--- src/rtl/epp_eng_pkg.sv ---
// Shared definitions for the EPP data cycle engine.
// Assumes a 3-bit register offset space and an 8-bit data path.
package epp_eng_pkg;
    typedef enum logic [1:0] {
        S_IDLE    = 2'd0,
        S_STROBE  = 2'd1,
        S_RELEASE = 2'd2,
        S_DONE    = 2'd3
    } seq_state_t;

    localparam logic [2:0] OFS_STAT = 3'd1;
    localparam logic [2:0] OFS_CTRL = 3'd2;
    localparam logic [2:0] OFS_DATA = 3'd4;

    localparam int unsigned DIR_BIT = 5;
    localparam int unsigned IEN_BIT = 4;
endpackage

--- src/rtl/epp_eng_regs.sv ---
// Control register and sticky timeout flag.
// Assumes set and clear requests are single-cycle pulses. A set wins if both occur.
module epp_eng_regs #(
    parameter int DW = 8
) (
    input  logic          clk,
    input  logic          rst_n,
    input  logic          ctrl_we,
    input  logic [DW-1:0] ctrl_wdata,
    input  logic          flag_set,
    input  logic          flag_clr,
    output logic [DW-1:0] ctrl_q,
    output logic          flag_q
);
    // Control register: written by the host only.
    always_ff @(posedge clk) begin
        if (!rst_n)       ctrl_q <= '0;
        else if (ctrl_we) ctrl_q <= ctrl_wdata;
    end

    // Timeout flag: set by the sequencer, cleared by the host.
    always_ff @(posedge clk) begin
        if (!rst_n)        flag_q <= 1'b0;
        else if (flag_set) flag_q <= 1'b1;
        else if (flag_clr) flag_q <= 1'b0;
    end
endmodule

--- src/rtl/epp_eng_seq.sv ---
// Sequencer for one EPP data cycle: strobe, wait-high, release, wait-low.
// Assumes start arrives only while idle. One counter covers the whole cycle,
// and the timeout fires when it reaches LIMIT-1 before the cycle ends.
module epp_eng_seq
    import epp_eng_pkg::*;
#(
    parameter int DW    = 8,
    parameter int LIMIT = 500,
    localparam int CW   = $clog2(LIMIT + 1)
) (
    input  logic          clk,
    input  logic          rst_n,
    input  logic          start,
    input  logic          start_wr,
    input  logic [DW-1:0] wdata,
    input  logic          pwait,
    input  logic [DW-1:0] pd_in,
    output logic          idle,
    output logic          done,
    output logic          rd_active,
    output logic          dstb_n,
    output logic          tmo_hit,
    output logic [DW-1:0] wdata_q,
    output logic [DW-1:0] rdata_q
);
    seq_state_t    state;
    logic [CW-1:0] cnt;
    logic          wr_q;
    logic          expired;

    assign expired   = (cnt >= CW'(LIMIT - 1));
    assign tmo_hit   = expired && (((state == S_STROBE) && !pwait) ||
                                   ((state == S_RELEASE) && pwait));
    assign idle      = (state == S_IDLE);
    assign done      = (state == S_DONE);
    assign dstb_n    = (state != S_STROBE);
    assign rd_active = !wr_q && (state == S_STROBE || state == S_RELEASE);

    // State, window counter and data registers for the running cycle.
    always_ff @(posedge clk) begin
        if (!rst_n) begin
            state   <= S_IDLE;
            cnt     <= '0;
            wr_q    <= 1'b0;
            wdata_q <= '0;
            rdata_q <= '1;
        end else begin
            case (state)
                S_IDLE: if (start) begin
                    state   <= S_STROBE;
                    cnt     <= '0;
                    wr_q    <= start_wr;
                    wdata_q <= wdata;
                end
                S_STROBE: begin
                    if (pwait) begin
                        if (!wr_q) rdata_q <= pd_in;
                        state <= S_RELEASE;
                        cnt   <= cnt + CW'(1);
                    end else if (expired) begin
                        rdata_q <= '1;
                        state   <= S_DONE;
                    end else begin
                        cnt <= cnt + CW'(1);
                    end
                end
                S_RELEASE: begin
                    if (!pwait) begin
                        state <= S_DONE;
                    end else if (expired) begin
                        rdata_q <= '1;
                        state   <= S_DONE;
                    end else begin
                        cnt <= cnt + CW'(1);
                    end
                end
                default: state <= S_IDLE;
            endcase
        end
    end
endmodule

--- src/rtl/epp_cycle_engine.sv ---
// Top of the EPP data cycle engine. Decodes host offsets, starts data cycles,
// refuses them while the flag is set or outside EPP mode, and muxes read data.
// Assumes the host holds hreq and its fields stable until hready.
module epp_cycle_engine
    import epp_eng_pkg::*;
#(
    parameter int AW          = 3,
    parameter int DW          = 8,
    parameter int CLK_MHZ     = 50,
    parameter int LIMIT_US    = 10,
    parameter bit CLR_ON_READ = 1'b0,
    localparam int TMO_CYC    = CLK_MHZ * LIMIT_US
) (
    input  logic          clk,
    input  logic          rst_n,
    input  logic          epp_mode,
    input  logic          hreq,
    input  logic          hwr,
    input  logic [AW-1:0] haddr,
    input  logic [DW-1:0] hwdata,
    output logic [DW-1:0] hrdata,
    output logic          hready,
    output logic          dstb_n,
    input  logic          pwait,
    output logic [DW-1:0] pd_out,
    output logic          pd_oe,
    input  logic [DW-1:0] pd_in,
    output logic          irq
);
    logic          hit_stat, hit_ctrl, hit_data;
    logic          start, commit;
    logic          seq_idle, seq_done, rd_active, tmo_hit;
    logic          tmo_flag, flag_clr;
    logic [DW-1:0] ctrl_q, rdata_q;

    assign hit_stat = (haddr == AW'(OFS_STAT));
    assign hit_ctrl = (haddr == AW'(OFS_CTRL));
    assign hit_data = (haddr == AW'(OFS_DATA));

    assign start  = seq_idle && hreq && hit_data && epp_mode && !tmo_flag;
    assign hready = seq_idle ? !start : seq_done;
    assign commit = seq_idle && hreq && !start;

    // Clearing semantics chosen at build time.
    generate
        if (CLR_ON_READ) begin : g_clr_rd
            assign flag_clr = commit && !hwr && hit_stat;
        end else begin : g_clr_w1
            assign flag_clr = commit && hwr && hit_stat && hwdata[0];
        end
    endgenerate

    epp_eng_regs #(.DW(DW)) u_regs (
        .clk        (clk),
        .rst_n      (rst_n),
        .ctrl_we    (commit && hwr && hit_ctrl),
        .ctrl_wdata (hwdata),
        .flag_set   (tmo_hit),
        .flag_clr   (flag_clr),
        .ctrl_q     (ctrl_q),
        .flag_q     (tmo_flag)
    );

    epp_eng_seq #(.DW(DW), .LIMIT(TMO_CYC)) u_seq (
        .clk       (clk),
        .rst_n     (rst_n),
        .start     (start),
        .start_wr  (hwr),
        .wdata     (hwdata),
        .pwait     (pwait),
        .pd_in     (pd_in),
        .idle      (seq_idle),
        .done      (seq_done),
        .rd_active (rd_active),
        .dstb_n    (dstb_n),
        .tmo_hit   (tmo_hit),
        .wdata_q   (pd_out),
        .rdata_q   (rdata_q)
    );

    // Read data mux: finished cycle, status, control, refused cycle, unmapped.
    always_comb begin
        if (seq_done)      hrdata = rdata_q;
        else if (hit_stat) hrdata = {{(DW-1){1'b0}}, tmo_flag || !epp_mode};
        else if (hit_ctrl) hrdata = ctrl_q;
        else if (hit_data) hrdata = '1;
        else               hrdata = '0;
    end

    assign pd_oe = !ctrl_q[DIR_BIT] && !rd_active;
    assign irq   = tmo_flag && ctrl_q[IEN_BIT];
endmodule

--- config.mk ---
export PLATFORM = sky130hd
export DESIGN_NAME = epp_cycle_engine
export DESIGN_NICKNAME = d
export VERILOG_FILES = /design/src/rtl/epp_eng_pkg.sv /design/src/rtl/epp_eng_regs.sv /design/src/rtl/epp_eng_seq.sv /design/src/rtl/epp_cycle_engine.sv
export SDC_FILE = /design/constraint.sdc
export NUM_CORES = 1
export LEC_CHECK = 0
export BUFFER_PORTS_ARGS = -buffer_cell sky130_fd_sc_hd__buf_2
export CAP_MARGIN = 30
export CORE_MARGIN = 10
export CORE_UTILIZATION = 59
export CTS_CLUSTER_DIAMETER = 30
export CTS_CLUSTER_SIZE = 12
export DETAILED_ROUTE_END_ITERATION = 7
export PLACE_DENSITY = 0.85
export SLEW_MARGIN = 20
export SYNTH_ARGS = -nofsm -noshare
export SYNTH_HDL_FRONTEND = slang
export SYNTH_SLANG_ARGS = --single-unit
--- constraint.sdc ---
create_clock -name clk -period 3.4 [get_ports clk]
set_input_delay 0.17 -clock clk [delete_from_list [all_inputs] [get_ports clk]]
set_output_delay 0.17 -clock clk [all_outputs]
set_load 0.05 [all_outputs]
== Word-level counts from Yosys, hierarchy flattened ==
Index checks and enable logic that the tools add are counted.

* Reduce and logical (&&, ||, !) cells: 32
* Muxes and demuxes: 22
* Order comparisons: 1
* Equality and inequality tests: 10
* Add/subtract/negate cells: 1

{| class="wikitable"
|+ Operators by type and width
! kind !! number
|-
| 8-bit two-way mux || 8
|-
| 9-bit two-way mux || 4
|-
| 9-bit one-hot mux with 3 select lines || 1
|-
| 8-bit one-hot mux with 2 select lines || 1
|-
| 1-bit logical AND || 15
|-
| 9-bit by 1-bit adder with 9-bit output (second input constant) || 1
|-
| 9-bit greater-or-equal comparator (second input constant) || 1
|-
| 2-bit two-way mux || 4
|-
| 1-bit logical NOT || 7
|-
| 2-bit one-hot mux with 3 select lines || 1
|-
| 3-bit AND reduction || 2
|-
| 2-bit == test (second input constant) || 2
|-
| 2-bit != test (second input constant) || 2
|-
| 2-bit nonzero test || 2
|-
| 3-bit by 1-bit == test with 1-bit output (second input constant) || 1
|-
| 3-bit by 2-bit == test with 1-bit output (second input constant) || 1
|-
| 3-bit == test (second input constant) || 1
|-
| 1-bit logical OR || 3
|-
| 1-bit two-way mux || 3
|-
| 3-bit != test (second input constant) || 1
|-
| 3-bit nonzero test || 1
|-
| 2-bit by 1-bit == test with 1-bit output (second input constant) || 1
|-
| 2-bit logical NOT || 1
|-
| 2-bit by 1-bit != test with 1-bit output (second input constant) || 1
|-
| 2-bit AND reduction || 1
|}

* Register bits: 37
* Logic and storage cells: 73
* Bits of input ports: 25
* Output and inout port bits: 20

== Depth between registers and ports, before layout ==
Gate-level depths: netlist of the first run.

* Depth in word-level cells: 12
* Gate-level depth with buffers: 7

== Modules after synthesis ==
A second synthesis of the first run with hierarchy kept.

* Cells, all modules: 253
* Area, all modules: 2,029.4 um^2

{| class="wikitable"
|+ By module, submodules not included
! module !! times used !! area each (um^2) !! cells each !! seq. area each (um^2)
|-
| epp_eng_seq || 1 || 1,446.4 || 181 || 560.5
|-
| epp_eng_regs || 1 || 335.3 || 28 || 180.2
|-
| epp_cycle_engine || 1 || 247.7 || 44 || 0.0
|}

== Least setup slack after synthesis of the first run ==
No wires, ideal clock.

* Kind: flip-flop to output port
* From: register u_seq.state[0]
* To: output port hrdata[1]
* Arrival: 1,967 ps
* Required time: 3,230 ps
* Slack: 1,263 ps
* Cell stages (with the launch flop): 4
* Path through: dfxtp_1 ha_1 or2_0 o21ai_0

* Cells in the longest elaborated chain, start to end: 2

{| class="wikitable"
|+ RTL lines
! element !! line !! source
|-
| from (decl) || epp_eng_seq.sv:26 || <nowiki>seq_state_t state;</nowiki>
|-
| from (signal assigned) || epp_eng_seq.sv:42 || <nowiki>state <= S_IDLE;</nowiki>
|-
| from (signal assigned) || epp_eng_seq.sv:50 || <nowiki>state <= S_STROBE;</nowiki>
|-
| from (signal assigned) || epp_eng_seq.sv:58 || <nowiki>state <= S_RELEASE;</nowiki>
|-
| 2-bit == test || epp_eng_seq.sv:35 || <nowiki>assign done = (state == S_DONE);</nowiki>
|-
| 8-bit two-way mux || epp_cycle_engine.sv:83 || <nowiki>if (seq_done) hrdata = rdata_q;</nowiki>
|-
| to (decl) || epp_cycle_engine.sv:21 || <nowiki>output logic [DW-1:0] hrdata,</nowiki>
|}

No other way between the ends.

== Final worst setup path of the first run ==
* From: register u_seq.state[0]
* To: register u_seq.cnt[7]

* Cells in the longest elaborated chain, start to end: 7
* Elaborated cells between the ends (all ways): 12
* Classes of those cells: eq/ne: 4; mux: 1; reduce/logical: 7

{| class="wikitable"
|+ RTL lines
! element !! line !! source
|-
| 2-bit logical NOT || epp_eng_seq.sv:34, epp_eng_seq.sv:48 ||
|-
| 1-bit logical AND (4 in a row) || epp_cycle_engine.sv:40 || <nowiki>assign start = seq_idle && hreq && hit_data && epp_mode && !tmo_flag;</nowiki>
|-
| 2-bit != test (no line) || -- ||
|-
| 3-bit AND reduction (no line) || -- ||
|-
| to (signal assigned) || epp_eng_seq.sv:59 || <nowiki>cnt <= cnt + CW'(1);</nowiki>
|-
| to (signal assigned) || epp_eng_seq.sv:64 || <nowiki>cnt <= cnt + CW'(1);</nowiki>
|-
| to (signal assigned) || epp_eng_seq.sv:74 || <nowiki>cnt <= cnt + CW'(1);</nowiki>
|-
| to (decl) || epp_eng_seq.sv:27 || <nowiki>logic [CW-1:0] cnt;</nowiki>
|}

Parallel ways exist; a longest one is shown, timed or not.
A chain may end at the register's enable or synchronous reset.

==> summary.md, run 1 <==
| Metric | Value |
|---|---|
| Status | completed |
| DP Area | around 2400 sq um |
| Critical Path RT | around 3700 ps |
| Pre-CTS setup slack | 1090 ps |
| Die height | 80.7 microns |
| Detailed placement HPWL | around 4.0 mm |
| Clk_skew | ~2.4 ps |
| Syn Inst Count | between 200 and 300 |
| Clock Sinks | 37 |
| Largest net degree at the start of global routing | between 40 and 50 |
| Simple-gate share of the synthesized area | a little under a quarter |
| Yosys top cell area share | ~34% |
| Slew Limit Fails | 0 |
| Asr flop ratio synth | 0% |
| Die Wd | slightly above 80 microns |
| Critical Path Fanout Max | 14 |
| Initial core utilization | 63.1% |
| Overflow after GRT | 0 |
| Number of port buffers | 44 |
| RSZ-0062 raised after global routing | no |
| Routed Antenna Nets | 0 |
| CP Launch Type | register |
| Num rows | 21 |
| Most used DFF post-synth | dfxtp_1 |
| Commonest cells post-synth | dfxtp_1, nand2_1, inv_1, nor2b_1, mux2i_1 |
| Sw Pwr | 238 uW |
| Sequential share of power | 49.5% |
| Cell taking the most area after synthesis | dfxtp_1 |
| Max_cap viols | 0 |
| Final std cell area, no fill | ~2500 sq um |
| Xor and xnor area share after synthesis | 0% |
| Cell area after synthesis | roughly 2200 sq um |
| Clock Power Share | about two fifths |
| Worst-Margin Slew | just over 1000 ps |
| Avg Vias per Cell | just over 6 |
| # IOs | 45 |
| Netlist cell types | 52 |
| WL/cell | 16.7 microns |
| DR pass1 iterations | 6 |
| First-pass GRT wire length | about 9.4 mm |
| Total negative slack | 0 ps |
| Final min period | ~2400 ps |
| Remaining DRCs | 0 |
| Achievable Freq | approximately 420 MHz |
| Synth Area per Inst | 8.55 sq um |
| Gr usage total | between 10% and 20% |
| CP Capture Type | register |
| #FFs+latches synth | 37 |
| Clock root buffer | clkbuf_8 |
| Area grow syn2layout | 13.8% |
| Worst slew margin | between 30% and 40% |
| Ant. Diodes | 0 |
| Final hold vios | 0 |
| CTS Buf Count | 5 |
| Vias in the first global route | about 2000 |
| Post-Synth Adder-Cell Area | around 3.5% |
| Final net count | roughly 320 |
| Most common cell in the netlist | dfxtp_1 |
| Synth Area in Compound Gates | 24.0% |
| Routability congestion estimate from global placement | roughly 0.89 |
| # hold bufs at CTS | 0 |
| Period Utilization, post-route | 70.1% |
| H-tree depth | 2 |
| Iter 0 DRT Violations | about 210 |
| Number of synthesis warnings | 0 |
| Top area cells in the synthesized netlist | dfxtp_1, mux2i_1, nor2b_1, o21ai_0, nand2_1 |
| Worst Hold Class | in -> reg |
| Internal | about 650 uW |
| CTS tree | yes |
| Switching part of the total | 26.6% |
| Clock slew at reported path FFs | ~70 ps |
| Post-synthesis sequential area ratio | 34.1% |
| Area of the core | ~3400 sq um |
| Comb pwr share | 11.5% |
| Final worst setup slack | slightly above 1000 ps |
| Syn_nets | ~290 |
| Via count | around 2000 |
| EDFF count, synth | 0 |
| Setup Buffers After CTS | 0 |
| Mux cell area share after synthesis | roughly 8.3% |
| Overall power | roughly 890 uW |
| Power density over cell area | 361 nW/um^2 |
| Routed Wire Length | roughly 5.7 mm |
| Post-cts sizing count | 0 |
| CP Class | reg -> reg |
| P_leak | around 0.0011 uW |
| Die Area | about 6500 sq um |
| Worst skew pair latency | 310 ps |
| Final setup violation count | 0 |
| Clock Tree Buf Depth | 2 |
| CP arrival | roughly 2600 ps |
| Largest family of logic cells by synthesized area | compound AO/OA/AOI/OAI gates |
| Share of layout cells above drive strength 1 | around 22% |
| VDD IR max | roughly 280 uV |
| Initial antenna violation count | 0 |
cell type report:
type	instances	area, sq um
multi-input cells	185	1280
inverters	19	71.3
well taps	46	57.6
clock inverters	1	5.00
repair buffers	44	220
fillers	275	971
flip-flops and latches	37	741
clock buffers	7	96.3
critical path: stages (launching register included):
cell and delay [ps]:
dfxtp_1 390, ha_1 430, nor2_1 90, a41oi_1 850, nand2b_2 350, o221a_2 210
layout by cell type, fill, tap and decap left out, types with 2 or more instances in the layout:
cell,instances
buf_2,44
dfxtp_1,37
nand2_1,21
inv_1,19
nor2b_1,19
mux2i_1,18
o21ai_0,17
nor2_1,15
a31oi_1,12
a21oi_1,11
o221a_2,7
clkbuf_8,7
nand3_1,6
ha_1,6
nand4_1,5
nor4_1,5
a41oi_1,3
nand3b_1,2
a211oi_1,2
and2_1,2
and3_1,2
a21boi_0,2
nand2b_1,2
a2111oi_4,2
o21a_1,2
o22ai_1,2
metrics by stage:
stage | std cells | utilization [%] | hold slack [ps]
finish | 339 | 71.8 | 133
global route | 339 | 71.8 | 162
CTS | 339 | 71.8 | 137
detailed placement | 331 | 68.8 | 450
global placement | 331 | 68.8 | 440
floorplan | 254 | - | 336
worst paths after layout:
path                     from                to  slack (ps)  depth (start not counted)
max reg2reg    u_seq.state[0]      u_seq.cnt[7]        1020                          5
max            u_seq.state[0]      u_seq.cnt[7]        1020                          5
min reg2reg  u_seq.rdata_q[3]  u_seq.rdata_q[3]         490                          2
min                 hwdata[3]  u_regs.ctrl_q[3]         130                          3
power groups by stage:
stage / Clock [uW] / Sequential, uW / Combinational [uW]
floorplan: 0 / 455 / 65.2
global placement: 0 / 451 / 99.6
detailed placement: 0 / 452 / 101
CTS: 350 / 442 / 102
global route: 369 / 442 / 111
finish: 348 / 442 / 103
kinds of logic (layout without fill, tap and decap cells):
family | count (synthesis) | after routing
AO/OA/AOI/OAI | 69 | 69
multiplexers | 18 | 18
buffers and inverters | 32 | 71
adder cells (fa/ha/maj) | 6 | 6
AND/OR/NAND/NOR | 92 | 92
flip-flops | 37 | 37
state kept, by name, indices dropped and copies added, names as in the netlist:
signal / flops
u_regs.ctrl_q: 8
u_seq.cnt: 9
u_seq.rdata_q: 8
u_regs.flag_q: 1
u_seq.wr_q: 1
u_seq.state: 2
u_seq.wdata_q: 8
per-layer routing:
metal	vias up	wire [microns]	track usage [%]
met1	957	2430	21.6
met4	0	143	8.48
met3	17	379	6.01
met5	-	0	0
li1	998	-	-
met2	75	2710	27.5
(Power assumes the default switching activity.)
==> inputs of run 2 (changes only) <==
--- a/config.mk
+++ b/config.mk
@@ -5,14 +5,15 @@
 export SDC_FILE = /design/constraint.sdc
 export NUM_CORES = 1
 export LEC_CHECK = 0
+export ABC_AREA = 1
 export BUFFER_PORTS_ARGS = -buffer_cell sky130_fd_sc_hd__buf_2
 export CAP_MARGIN = 30
 export CORE_MARGIN = 10
-export CORE_UTILIZATION = 59
+export CORE_UTILIZATION = 53
 export CTS_CLUSTER_DIAMETER = 30
 export CTS_CLUSTER_SIZE = 12
 export DETAILED_ROUTE_END_ITERATION = 7
-export PLACE_DENSITY = 0.85
+export PLACE_DENSITY = 0.79
 export SLEW_MARGIN = 20
 export SYNTH_ARGS = -nofsm -noshare
 export SYNTH_HDL_FRONTEND = slang
==> constraint.sdc (replaced) <==
create_clock -name clk -period 2.42 [get_ports clk]
set_input_delay 0.121 -clock clk [delete_from_list [all_inputs] [get_ports clk]]
set_output_delay 0.121 -clock clk [all_outputs]
set_load 0.05 [all_outputs]
==> run 2 against run 1 <==
Net effect:
- core utilization is 3.4 points lower
- combinational power rose to 4.0 times the previous value
- sequential power increased by 47%
- worst setup slack got worse by 850 ps
- area after synthesis decreased by 11%
- sequential share of layout area rose by 1.7 points
- first-iteration DRC count shrank 33%
- flip-flop and latch count is the same
- critical endpoint is now hready
- largest power group unchanged
- highest routed layer unchanged
==> summary.md, run 2 <==
| Metric | Value |
|---|---|
| Post-cts sizing count | 0 |
| Reg with most FFs | u_seq.cnt |
| Largest register FFs | 9 |
| Die Area | 6460 sq um |
| #FFs+latches synth | 37 |
| Sw Pwr | about 530 uW |
| Setup Buffers After CTS | 0 |
| H-tree depth | 2 |
| Clk_skew | ~6.4 ps |
| Simple-gate share of the synthesized area | about a third |
| Commonest cells post-synth | nand2_1, nor2_1, dfxtp_1 |
| Die height | ~80 microns |
| Clock root buffer | clkbuf_4 |
| Most used routing layer | met2 |
| Gr usage total | 16.3% |
| Netlist cell types | 24 |
| Period Utilization, post-route | 93.0% |
| Sequential share of power | a little under half |
| Post-synthesis sequential area ratio | 38.4% |
| Largest net degree at the start of global routing | 33 |
| Synth Area per Inst | 6.68 sq um |
| Max_cap viols | 0 |
| VDD IR max | approximately 380 uV |
| Most common cell in the netlist | nand2_1 |
| DR pass1 iterations | 5 |
| EDFF count, synth | 0 |
| Vias in the first global route | between 1500 and 2000 |
| Cell area after synthesis | between 1500 and 2000 sq um |
| WL/cell | 13.2 microns |
| M2 GR Usage | a little under a quarter |
| CP Launch Type | register |
| M1 GR Usage | around 21% |
| Asr flop ratio synth | 0% |
| Detailed placement HPWL | 3.85 mm |
| RSZ-0062 raised after global routing | no |
| CP Class | reg -> out |
| Ant. Diodes | 0 |
| Area of the core | ~3400 sq um |
| Iter 0 DRT Violations | between 100 and 150 |
| Die Wd | 80.4 microns |
| Area grow syn2layout | 21.0% |
| CTS Buf Count | 5 |
| Top area cells in the synthesized netlist | dfxtp_1, nand2_1, nor2_1, o21ai_0, a21oi_1 |
| Critical Path RT | roughly 2300 ps |
| Clock Sinks | 37 |
| Cell taking the most area after synthesis | dfxtp_1 |
| Most used DFF post-synth | dfxtp_1 |
| Total negative slack | 0 ps |
| CTS tree | yes |
| Final std cell area, no fill | roughly 2300 sq um |
| Worst-Margin Slew | around 500 ps |
| # IOs | 45 |
| CP Capture Type | output pin |
| Overflow after GRT | 0 |
| Via count | 1988 |
| Synth Area in Compound Gates | roughly 18% |
| Worst skew pair latency | about 370 ps |
| Internal | approximately 870 uW |
| Slew Limit Fails | 0 |
| Remaining DRCs | 0 |
| Syn Inst Count | 289 |
| Clock Tree Buf Depth | 2 |
| Largest family of logic cells by synthesized area | simple AND/OR/NAND/NOR gates |
| Most common cell after layout, fill and taps aside | nand2_1 |
| Commonest cells after routing, fill and taps aside | nand2_1, nor2_1, buf_2, dfxtp_1, o21ai_0 |
| Num rows | 21 |
| Final net count | roughly 380 |
| Status | completed |
| Final setup violation count | 0 |
| Met3 usage | 4.57% |
| Routed Wire Length | between 5 and 6 mm |
| Post-Synth Adder-Cell Area | between 3 and 4% |
| P_leak | roughly 0.0011 uW |
| Mux cell area share after synthesis | 0% |
| Comb pwr share | around 29% |
| Final min period | between 2000 and 2500 ps |
| CP arrival | between 2000 and 2500 ps |
| Xor and xnor area share after synthesis | 0% |
| Worst Hold Class | in -> reg |
| Initial core utilization | 56.5% |
| Number of port buffers | 44 |
| Critical Path Fanout Max | 15 |
| Yosys top cell area share | about two fifths |
| Clock Power Share | 24.0% |
| Number of synthesis warnings | 0 |
| First-pass GRT wire length | 8.47 mm |
| DP Area | 2180 sq um |
| Share of layout cells above drive strength 1 | 18.3% |
| Syn_nets | 320 |
| Routed Antenna Nets | 0 |
| Final hold vios | 0 |
| Achievable Freq | 444 MHz |
| Clock slew at reported path FFs | between 100 and 150 ps |
| Avg Vias per Cell | between 5 and 6 |
| Routability congestion estimate from global placement | 0.836 |
| Switching part of the total | a little under two fifths |
| Worst slew margin | 66.4% |
| Power density over cell area | roughly 600 nW/um^2 |
| Initial antenna violation count | 0 |
==> run 2: cell count changes in the layout (fill, tap and decap cells not counted), sizes merged, moves of 6 or more <==
cell and change:
o21ai +15, dlygate4sd3 +10, nor2 +38, a21oi +15
o22ai +6, nor2b -19, inv +11, nand2 +52
o221a -7, mux2i -18, a31oi -12
==> run 2: area by class of cell <==
class / instances / area (sq um)
well taps: 46 / 57.6
repair buffers: 54 / 320
flip-flops and latches: 37 / 741
clock inverters: 3 / 17.5
fillers: 309 / 1080
inverters: 30 / 113
clock buffers: 5 / 37.5
multi-input cells: 216 / 1050
==> run 2: routing by layer <==
layer | vias to the layer above | share of wire, %
met3 | 8 | 6.6
li1 | 1046 | -
met2 | 55 | 44
met1 | 879 | 48
met4 | 0 | 1.8
met5 | - | 0
==> run 2: worst paths after layout <==
check,startpoint,to,slack (ps),depth (start not counted)
worst max-delay path,u_seq.state[0],hready,170,8
worst min-delay path,hwdata[6],u_seq.wdata_q[6],4,3
worst max register to register,u_seq.state[0],u_regs.ctrl_q[1],550,10
worst min register to register,u_seq.cnt[3],u_seq.cnt[3],490,2
==> run 2: kinds of logic (layout without fill, tap and decap cells) <==
kind of cell	Yosys count	in the layout
AND/OR/NAND/NOR	143	143
buffers and inverters	36	92
AO/OA/AOI/OAI	67	67
flip-flops	37	37
adder cells (fa/ha/maj)	6	6
==> run 2: power by group through the flow <==
stage	Clock (uW)	Sequential [uW]	Combinational (uW)
after detailed placement	0	663	396
final	335	650	411
after global routing	364	654	455
after floorplan	0	672	289
after CTS	339	650	409
after global placement	0	662	390
==> run 2: what timing repair did <==
action / in CTS / in global routing
hold endpoints to repair: 10 / 0
hold buffers: 10 / 0
endpoints found under the setup margin: 0 / 0
==> run 2: critical path, stage by stage, from the launching register on <==
cell     delay, ps
dfxtp_1        360
inv_1          140
ha_1           250
nand2_1        110
nor2_2         160
nand2_4         90
inv_1          340
nor2_1          90
buf_2          220
==> run 2: per-stage QoR <==
| step | total power [uW] | std cells | hold WS (ps) | utilization, % | setup WS [ps] |
|---|---|---|---|---|---|
| finish | 1400 | 391 | 3.98 | 68.4 | 169 |
| global route | 1470 | 391 | 12.3 | 68.4 | 8.11 |
| CTS | 1400 | 391 | 0.618 | 68.4 | 163 |
| detailed placement | 1060 | 373 | 356 | 63.8 | 563 |
| global placement | 1050 | 373 | 352 | 63.8 | 658 |
| floorplan | 961 | 289 | 256 | - | 200 |
